`src/rtl/mesi_line_ctrl.sv`:
```
module mesi_line_ctrl #(
  parameter bit C2C_XFER = 1'b1
) (
  input  logic       clk,
  input  logic       rst_n,
  input  logic       pr_rd,
  input  logic       pr_wr,
  output logic       pr_done,
  output logic       bus_req,
  output logic       bus_rdx,
  input  logic       bus_gnt,
  input  logic       snp_valid,
  input  logic       snp_rdx,
  output logic       shared_out,
  input  logic       shared_in,
  output logic       flush_out,
  input  logic       flush_busy_in,
  output logic       flush_busy_out,
  output logic [1:0] line_state
);

  typedef enum logic [1:0] {ST_I = 2'd0, ST_S = 2'd1, ST_E = 2'd2, ST_M = 2'd3} st_t;
  typedef enum logic [1:0] {PH_IDLE = 2'd0, PH_W1 = 2'd1, PH_W2 = 2'd2} ph_t;

  st_t  st;
  ph_t  ph;
  logic op_wr;
  logic vote1, vote2;
  logic dirty_fl, clean_fl;

  wire held   = (st != ST_I);
  wire owned  = (st == ST_E) || (st == ST_M);
  wire idle   = (ph == PH_IDLE);
  wire rd_hit = pr_rd & held & ~snp_valid;
  wire wr_hit = pr_wr & owned & ~snp_valid;

  assign bus_req        = idle & ((pr_rd & ~held) | (pr_wr & ~owned));
  assign bus_rdx        = pr_wr;
  assign pr_done        = (idle & (rd_hit | wr_hit)) | (ph == PH_W2);
  assign shared_out     = vote1 | vote2;
  assign flush_out      = dirty_fl | (C2C_XFER & clean_fl & ~flush_busy_in);
  assign flush_busy_out = flush_busy_in | flush_out;
  assign line_state     = st;

  always_ff @(posedge clk) begin
    if (!rst_n) begin
      st       <= ST_I;
      ph       <= PH_IDLE;
      op_wr    <= 1'b0;
      vote1    <= 1'b0;
      vote2    <= 1'b0;
      dirty_fl <= 1'b0;
      clean_fl <= 1'b0;
    end else begin
      vote1    <= snp_valid & ~snp_rdx & held;
      vote2    <= vote1;
      dirty_fl <= snp_valid & (st == ST_M);
      clean_fl <= snp_valid & ((st == ST_S) || (st == ST_E));

      case (ph)
        PH_IDLE: if (bus_req && bus_gnt) begin
          ph    <= PH_W1;
          op_wr <= pr_wr;
        end
        PH_W1:   ph <= PH_W2;
        default: ph <= PH_IDLE;
      endcase

      if (snp_valid) begin
        if (snp_rdx)   st <= ST_I;
        else if (held) st <= ST_S;
      end else if (ph == PH_W2) begin
        st <= op_wr ? ST_M : (shared_in ? ST_S : ST_E);
      end else if (idle && wr_hit) begin
        st <= ST_M;
      end
    end
  end

  AST_ONE_OP: assert property (@(posedge clk) disable iff (!rst_n)
    !(pr_rd && pr_wr));
  AST_SILENT_UPGRADE: assert property (@(posedge clk) disable iff (!rst_n)
    (idle && pr_wr && st == ST_E && !snp_valid) |=> (st == ST_M));
  AST_RD_FILL: assert property (@(posedge clk) disable iff (!rst_n)
    (ph == PH_W2 && !op_wr) |=> (st == ($past(shared_in) ? ST_S : ST_E)));
  AST_WR_FILL: assert property (@(posedge clk) disable iff (!rst_n)
    (ph == PH_W2 && op_wr) |=> (st == ST_M));
  AST_VOTE_WINDOW: assert property (@(posedge clk) disable iff (!rst_n)
    (snp_valid && !snp_rdx && held) |=> shared_out);
  AST_DIRTY_FLUSH: assert property (@(posedge clk) disable iff (!rst_n)
    (snp_valid && st == ST_M) |=> flush_out);
  AST_RDX_INVAL: assert property (@(posedge clk) disable iff (!rst_n)
    (snp_valid && snp_rdx) |=> (st == ST_I));
  AST_SNOOP_STALL: assert property (@(posedge clk) disable iff (!rst_n)
    (snp_valid && idle) |-> !pr_done);
  AST_INVALID_QUIET: assert property (@(posedge clk) disable iff (!rst_n)
    (snp_valid && st == ST_I) |=> (!flush_out && st == ST_I));

endmodule

```
`config.mk`:
```
export PLATFORM = sky130hd
export DESIGN_NAME = mesi_line_ctrl
export DESIGN_NICKNAME = d
export VERILOG_FILES = /design/src/rtl/mesi_line_ctrl.sv
export SDC_FILE = /design/constraint.sdc
export NUM_CORES = 1
export LEC_CHECK = 0
export BUFFER_PORTS_ARGS = -buffer_cell sky130_fd_sc_hd__clkbuf_2
export CAP_MARGIN = 30
export CORE_AREA = 2 2 39 41
export DETAILED_ROUTE_END_ITERATION = 7
export DIE_AREA = 0 0 41 43
export GPL_TIMING_DRIVEN = 0
export MAX_ROUTING_LAYER = met4
export PLACE_DENSITY_LB_ADDON = 0.2
export SETUP_SLACK_MARGIN = 0.3
export SLEW_MARGIN = 5
export SYNTH_ARGS = -nofsm -noshare
export SYNTH_HDL_FRONTEND = slang
export SYNTH_SLANG_ARGS = --single-unit
```
`constraint.sdc`:
```
create_clock -name clk -period 1.7 [get_ports clk]
set_input_delay 0.17 -clock clk [delete_from_list [all_inputs] [get_ports clk]]
set_output_delay 0.17 -clock clk [all_outputs]
set_load 0.03 [all_outputs]
```
==> results of run 1 <==
## state kept, by name, summed over array words and instances (netlist names)
name	flops
op_wr	1
line_state	2
dirty_fl	1
clean_fl	1
vote1	1
ph	2
vote2	1
## power by group through the flow
stage | logic (W) | registers (W) | clock network (W)
after global placement | 0.000107 | 0.000233 | 0
final | 0.000128 | 0.000230 | 0.000166
after global routing | 0.000139 | 0.000231 | 0.000184
after floorplan | 0.0000713 | 0.000237 | 0
after detailed placement | 0.000107 | 0.000234 | 0
after CTS | 0.000129 | 0.000230 | 0.000173
## worst max-delay path: stages (launching register included)
cell      delay (ns)
dfxtp_4         0.38
inv_4           0.05
ha_4            0.16
o21ai_4         0.13
nand2b_4        0.08
a21oi_4         0.14
nor3_4          0.04
clkbuf_8        0.17
## final cells by class
class / instances / area (um^2)
plain buffers: 2 / 11.3
flip-flops and latches: 9 / 188
repair buffers: 17 / 108
fillers: 127 / 673
clock buffers: 4 / 26.3
inverters: 5 / 21.3
well taps: 16 / 20.0
multi-input cells: 38 / 337
## per-layer routing
layer	global-route usage [%]	vias up
met4	6.00	0
met1	17.0	205
met5	-	-
li1	-	230
met3	3.14	2
met2	19.7	12
## Yosys cell counts, drive strengths merged (2+ instances only)
library cell | count | area share, %
a21oi | 2 | 2.2
nand2 | 5 | 4.1
a21o | 2 | 3.3
a31oi | 3 | 4.1
dfxtp | 9 | 39
and3 | 2 | 2.7
nor2 | 4 | 3.3
ha | 3 | 8.1
inv | 5 | 4.1
nor3 | 3 | 3.3
## worst min path at each step
| stage | start | to | slack [ns] | depth (start not counted) |
|---|---|---|---|---|
| after floorplan | snp_rdx | vote1 | 0.25 | 1 |
| after detailed placement | snp_rdx | vote1 | 0.38 | 2 |
| final | snp_rdx | vote1 | 0.11 | 2 |
| after CTS | snp_rdx | vote1 | 0.10 | 2 |
| after global routing | snp_rdx | vote1 | 0.11 | 2 |
| after global placement | snp_rdx | vote1 | 0.38 | 2 |
## per-stage QoR
| stage | worst slack (ns) | instance area [um^2] | utilization (%) |
|---|---|---|---|
| 2_1_floorplan | 0.275 | 490 | - |
| 3_3_place_gp | 0.246 | 586 | 42.3 |
| 3_5_place_dp | 0.239 | 586 | 42.3 |
| 4_1_cts | 0.109 | 711 | 51.4 |
| 5_1_grt | 0.0610 | 711 | 51.4 |
| 6_report | 0.121 | 711 | 51.4 |
## layout by cell type, fill, tap and decap left out
master,Yosys,routed
clkbuf_2,0,13
dfxtp_1,9,7
nand2_1,5,5
inv_1,4,3
nor2_1,4,3
a31oi_1,3,3
buf_4,1,3
clkbuf_4,0,3
nor3_4,0,2
a21o_1,2,2
clkbuf_1,1,2
and3_1,2,2
ha_4,0,2
dfxtp_4,0,2
clkbuf_8,0,2
inv_4,0,1
nor2_2,0,1
a22oi_2,0,1
inv_2,1,1
o21ai_4,0,1
nand2b_4,0,1
a21oi_4,0,1
and2b_1,1,1
or2_1,1,1
or3_1,1,1
nor3_1,3,1
and2_1,1,1
nor3b_2,1,1
o21a_1,1,1
o22ai_2,1,1
nand3_1,1,1
o211ai_1,1,1
a21oi_1,2,1
a32o_1,1,1
nor2b_1,1,1
ha_2,0,1
## logic make-up after synthesis
family,after synthesis,share of synthesized area [%]
flip-flops,9,39.0
adder cells (fa/ha/maj),3,8.13
AND/OR/NAND/NOR,22,26.0
AO/OA/AOI/OAI,13,20.3
buffers and inverters,7,6.50
## repair_timing
action,CTS,global route
pin swaps,4,0
resized for setup,19,0
cloned,0,0
setup buffers,2,0
endpoints found under the setup margin,2,2
==> metrics, run 1 <==
status finished, final reports clean; WHS 0.108 ns; DRC 0; mapped cell area 462 um^2; Top Layer Used met4; # hold bufs at CTS 0; crit path max fanout 3; crit path time final 1.58 ns; die width 41 um; worst r2r src line_state[0]; Combinational Power Share 24.4%; setup_tns 0 ns; Met3 Wirelength 53 um; largest net degree at the start of global routing 11; cell internal pwr 0.000365 W; final net count 88; die footprint 1760 um^2; CP endpoint pr_done; core box area 1380 um^2; max-cap viol count 0; R2R Setup Slk 0.36 ns; CTS root buffer clkbuf_4; Clock Latency Late Sink 0.26 ns; EDFF count, synth 0; dpl hpwl 737 um; post-synth cell types 27; WL final 977 um; Pwr per Cell Area 736 nW/um^2; Synth Net Count 66; Post-synth top flop dfxtp_1; layout cells sized above 1 49.3%; drt first-iter violations 8; CP startpoint line_state[0]; CTS tree done; Flop pwr share 43.9%; Slew Limit Fails 0; Hold Fails Final Rpt 0; final worst-path cycle share 92.9%; relative slew slack 74.4%; vias in the first global route 392; Post-Syn Area per Cell 8.55 um^2; sw power 0.000158 W; GRT Total Usage 13.4%; via/cell ratio 4.93; first-pass GRT wire length 1540 um; Yosys Warn Count 0; Initial Util 33.4%; share of flip-flops with an asynchronous set or reset 0%; Hold/Removal Path Class in2reg; gr ovfl total 0; Crit Path Category reg2out; Clock Pin Slew Worst Setup and Hold Paths 0.06 ns; Seq cells post-synth 9; fmax 633 MHz; Initial DRT Pass Iterations 4; drt wl/cell 10.7 um; Clock power frac 31.7%; Final Power 0.000523 W; M1 wire length 454 um; Max H-tree Level 1; Antenna Nets Post-Route 0; Least-Margin Pin Slew 0.384 ns; maximum VDD drop 489 uV; R2R depth 7; Final Non-Filler Cells 91; routed wl met2 445 um; Via Count 449; final setup violation count 0; Startpoint Class flop; TritonCTS Buffers 3; Crit. End Element primary output; Placed Cells 85; initial antenna violation count 0; Leak 0.322 nW; P&R area growth vs syn 53.9%; row count 14; post-route clock skew 0.000740 ns; number of I/O pins 17; Die Span Y 43 um; WP data arrival 1.41 ns; CTS Sinks 9; switch share 30.3%; FF-to-FF End line_state[1]; RSZ-0062 raised after global routing yes; Placer Congestion 0.756; Antenna Cells 0; Max clock buf depth 2; required time of the critical path 1.53 ns; post-synthesis sequential area ratio 39.0%; Synth Instances 54; # port buffers 15
No activity file was read; power rests on OpenSTA's default activity.
==> inputs of run 2 (changes only) <==
Settings changed: REMOVE_ABC_BUFFERS set to 1.
==> metrics, run 2 (synthesized netlist as in run 1, its figures left out) <==
status finished, final reports clean; Startpoint Class flop; number of I/O pins 17; drt wl/cell 11.7 um; WP data arrival 1.45 ns; Slew Limit Fails 0; dpl hpwl 721 um; Pwr per Cell Area 745 nW/um^2; Max H-tree Level 1; crit path max fanout 3; Antenna Nets Post-Route 0; via/cell ratio 4.92; Final Power 0.000517 W; Hold/Removal Path Class in2reg; Initial Util 33.4%; fmax 619 MHz; CTS root buffer clkbuf_4; die width 41 um; Max clock buf depth 2; layout cells sized above 1 50.7%; setup_tns 0 ns; Clock Pin Slew Worst Setup and Hold Paths 0.06 ns; worst path bufs/invs 2; CTS Sinks 9; relative slew slack 82.6%; crit path time final 1.62 ns; WL final 1060 um; die footprint 1760 um^2; Crit Path Category reg2out; required time of the critical path 1.53 ns; DRC 0; max-cap viol count 0; TritonCTS Buffers 3; fill count 129; Initial DRT Pass Iterations 4; drt first-iter violations 2; final net count 88; CTS tree done; row count 14; RSZ-0062 raised after global routing yes; Clock Latency Late Sink 0.26 ns; Hold Fails Final Rpt 0; first-pass GRT wire length 1640 um; Crit path max-delay family flip-flops; final worst-path cycle share 95.1%; Antenna Cells 0; Least-Margin Pin Slew 0.261 ns; gr ovfl total 0; worst path cell trace inv_4 -> ha_4 -> o21ai_4 -> nand2b_4 -> a21oi_2 -> nor3_2 -> buf_4; Placed Cells 84; final setup violation count 0; CP max stage cell dfxtp_4; # port buffers 16; post-route clock skew 0.000619 ns; initial antenna violation count 0; Final Non-Filler Cells 91; maximum VDD drop 463 uV; Die Span Y 43 um; core box area 1380 um^2; commonest non-fill, non-tap cell in the layout clkbuf_2; Via Count 448; P&R area growth vs syn 50.4%; most frequent cells in the layout clkbuf_2, dfxtp_1, nand2_1, buf_4; GRT Total Usage 14.4%; Largest stage delay, worst path 0.38 ns; largest net degree at the start of global routing 11; Placer Congestion 0.726; vias in the first global route 397; Crit. End Element primary output; Leak 0.322 nW
run 2: path summary, 6_finish.rpt:
| path | start | end | slack, ns | cells past startpoint |
|---|---|---|---|---|
| setup reg to reg | line_state[0] | line_state[1] | 0.34 | 7 |
| setup / recovery | line_state[0] | pr_done | 0.08 | 7 |
| hold reg to reg | vote1 | vote2 | 0.46 | 1 |
| hold / removal | snp_rdx | vote1 | 0.11 | 2 |
run 2: layout make-up:
class                      count  area (um^2)  share of cell area, %
multi-input combinational     38          332                   47.7
inverter                       5         21.3                   3.06
clock buffer                   4         26.3                   3.78
sequential                     9          188                   27.0
timing repair buffer          19          108                   15.5
tap                           16         20.0                   2.88
run 2: repair_timing:
item,4_1_cts,5_1_grt
setup buffers,3,0
resized for setup,19,6
pin swaps,6,0
gates cloned,0,0
hold buffers,0,0
endpoints found under the setup margin,2,2
run 2: routing by layer:
metal	share of wire, %	global-route usage [%]	routed length (um)	vias up
li1	-	-	-	229
met5	0	-	0	-
met4	1.5	10.0	16	0
met1	46	18.8	488	205
met2	48	19.1	504	12
met3	4.9	3.14	52	2
run 2: per-stage QoR:
| step | utilization, % | hold slack, ns | worst slack [ns] | cell area [um^2] |
|---|---|---|---|---|
| 3_5_place_dp | 39.8 | 0.389 | 0.260 | 551 |
| 2_1_floorplan | - | 0.247 | -0.197 | 450 |
| 3_3_place_gp | 39.8 | 0.384 | 0.260 | 551 |
| 6_report | 50.2 | 0.111 | 0.0840 | 694 |
| 5_1_grt | 50.2 | 0.121 | 0.0239 | 694 |
| 4_1_cts | 48.6 | 0.107 | 0.131 | 672 |
run 2: where the power goes:
group          total, W  switching [W]  internal [W]
sequential     0.000228      0.0000104      0.000218
clock          0.000168      0.0000772     0.0000906
combinational  0.000121      0.0000696     0.0000512
run 2: worst register-to-register path: cells and delay by family (launching register included):
| family | cells | cell delay [ns] |
|---|---|---|
| simple gates | 1 | 0.07 |
| compound gates | 3 | 0.49 |
| fa+ha+maj | 1 | 0.18 |
| flops | 1 | 0.38 |
| buf+inv | 2 | 0.20 |
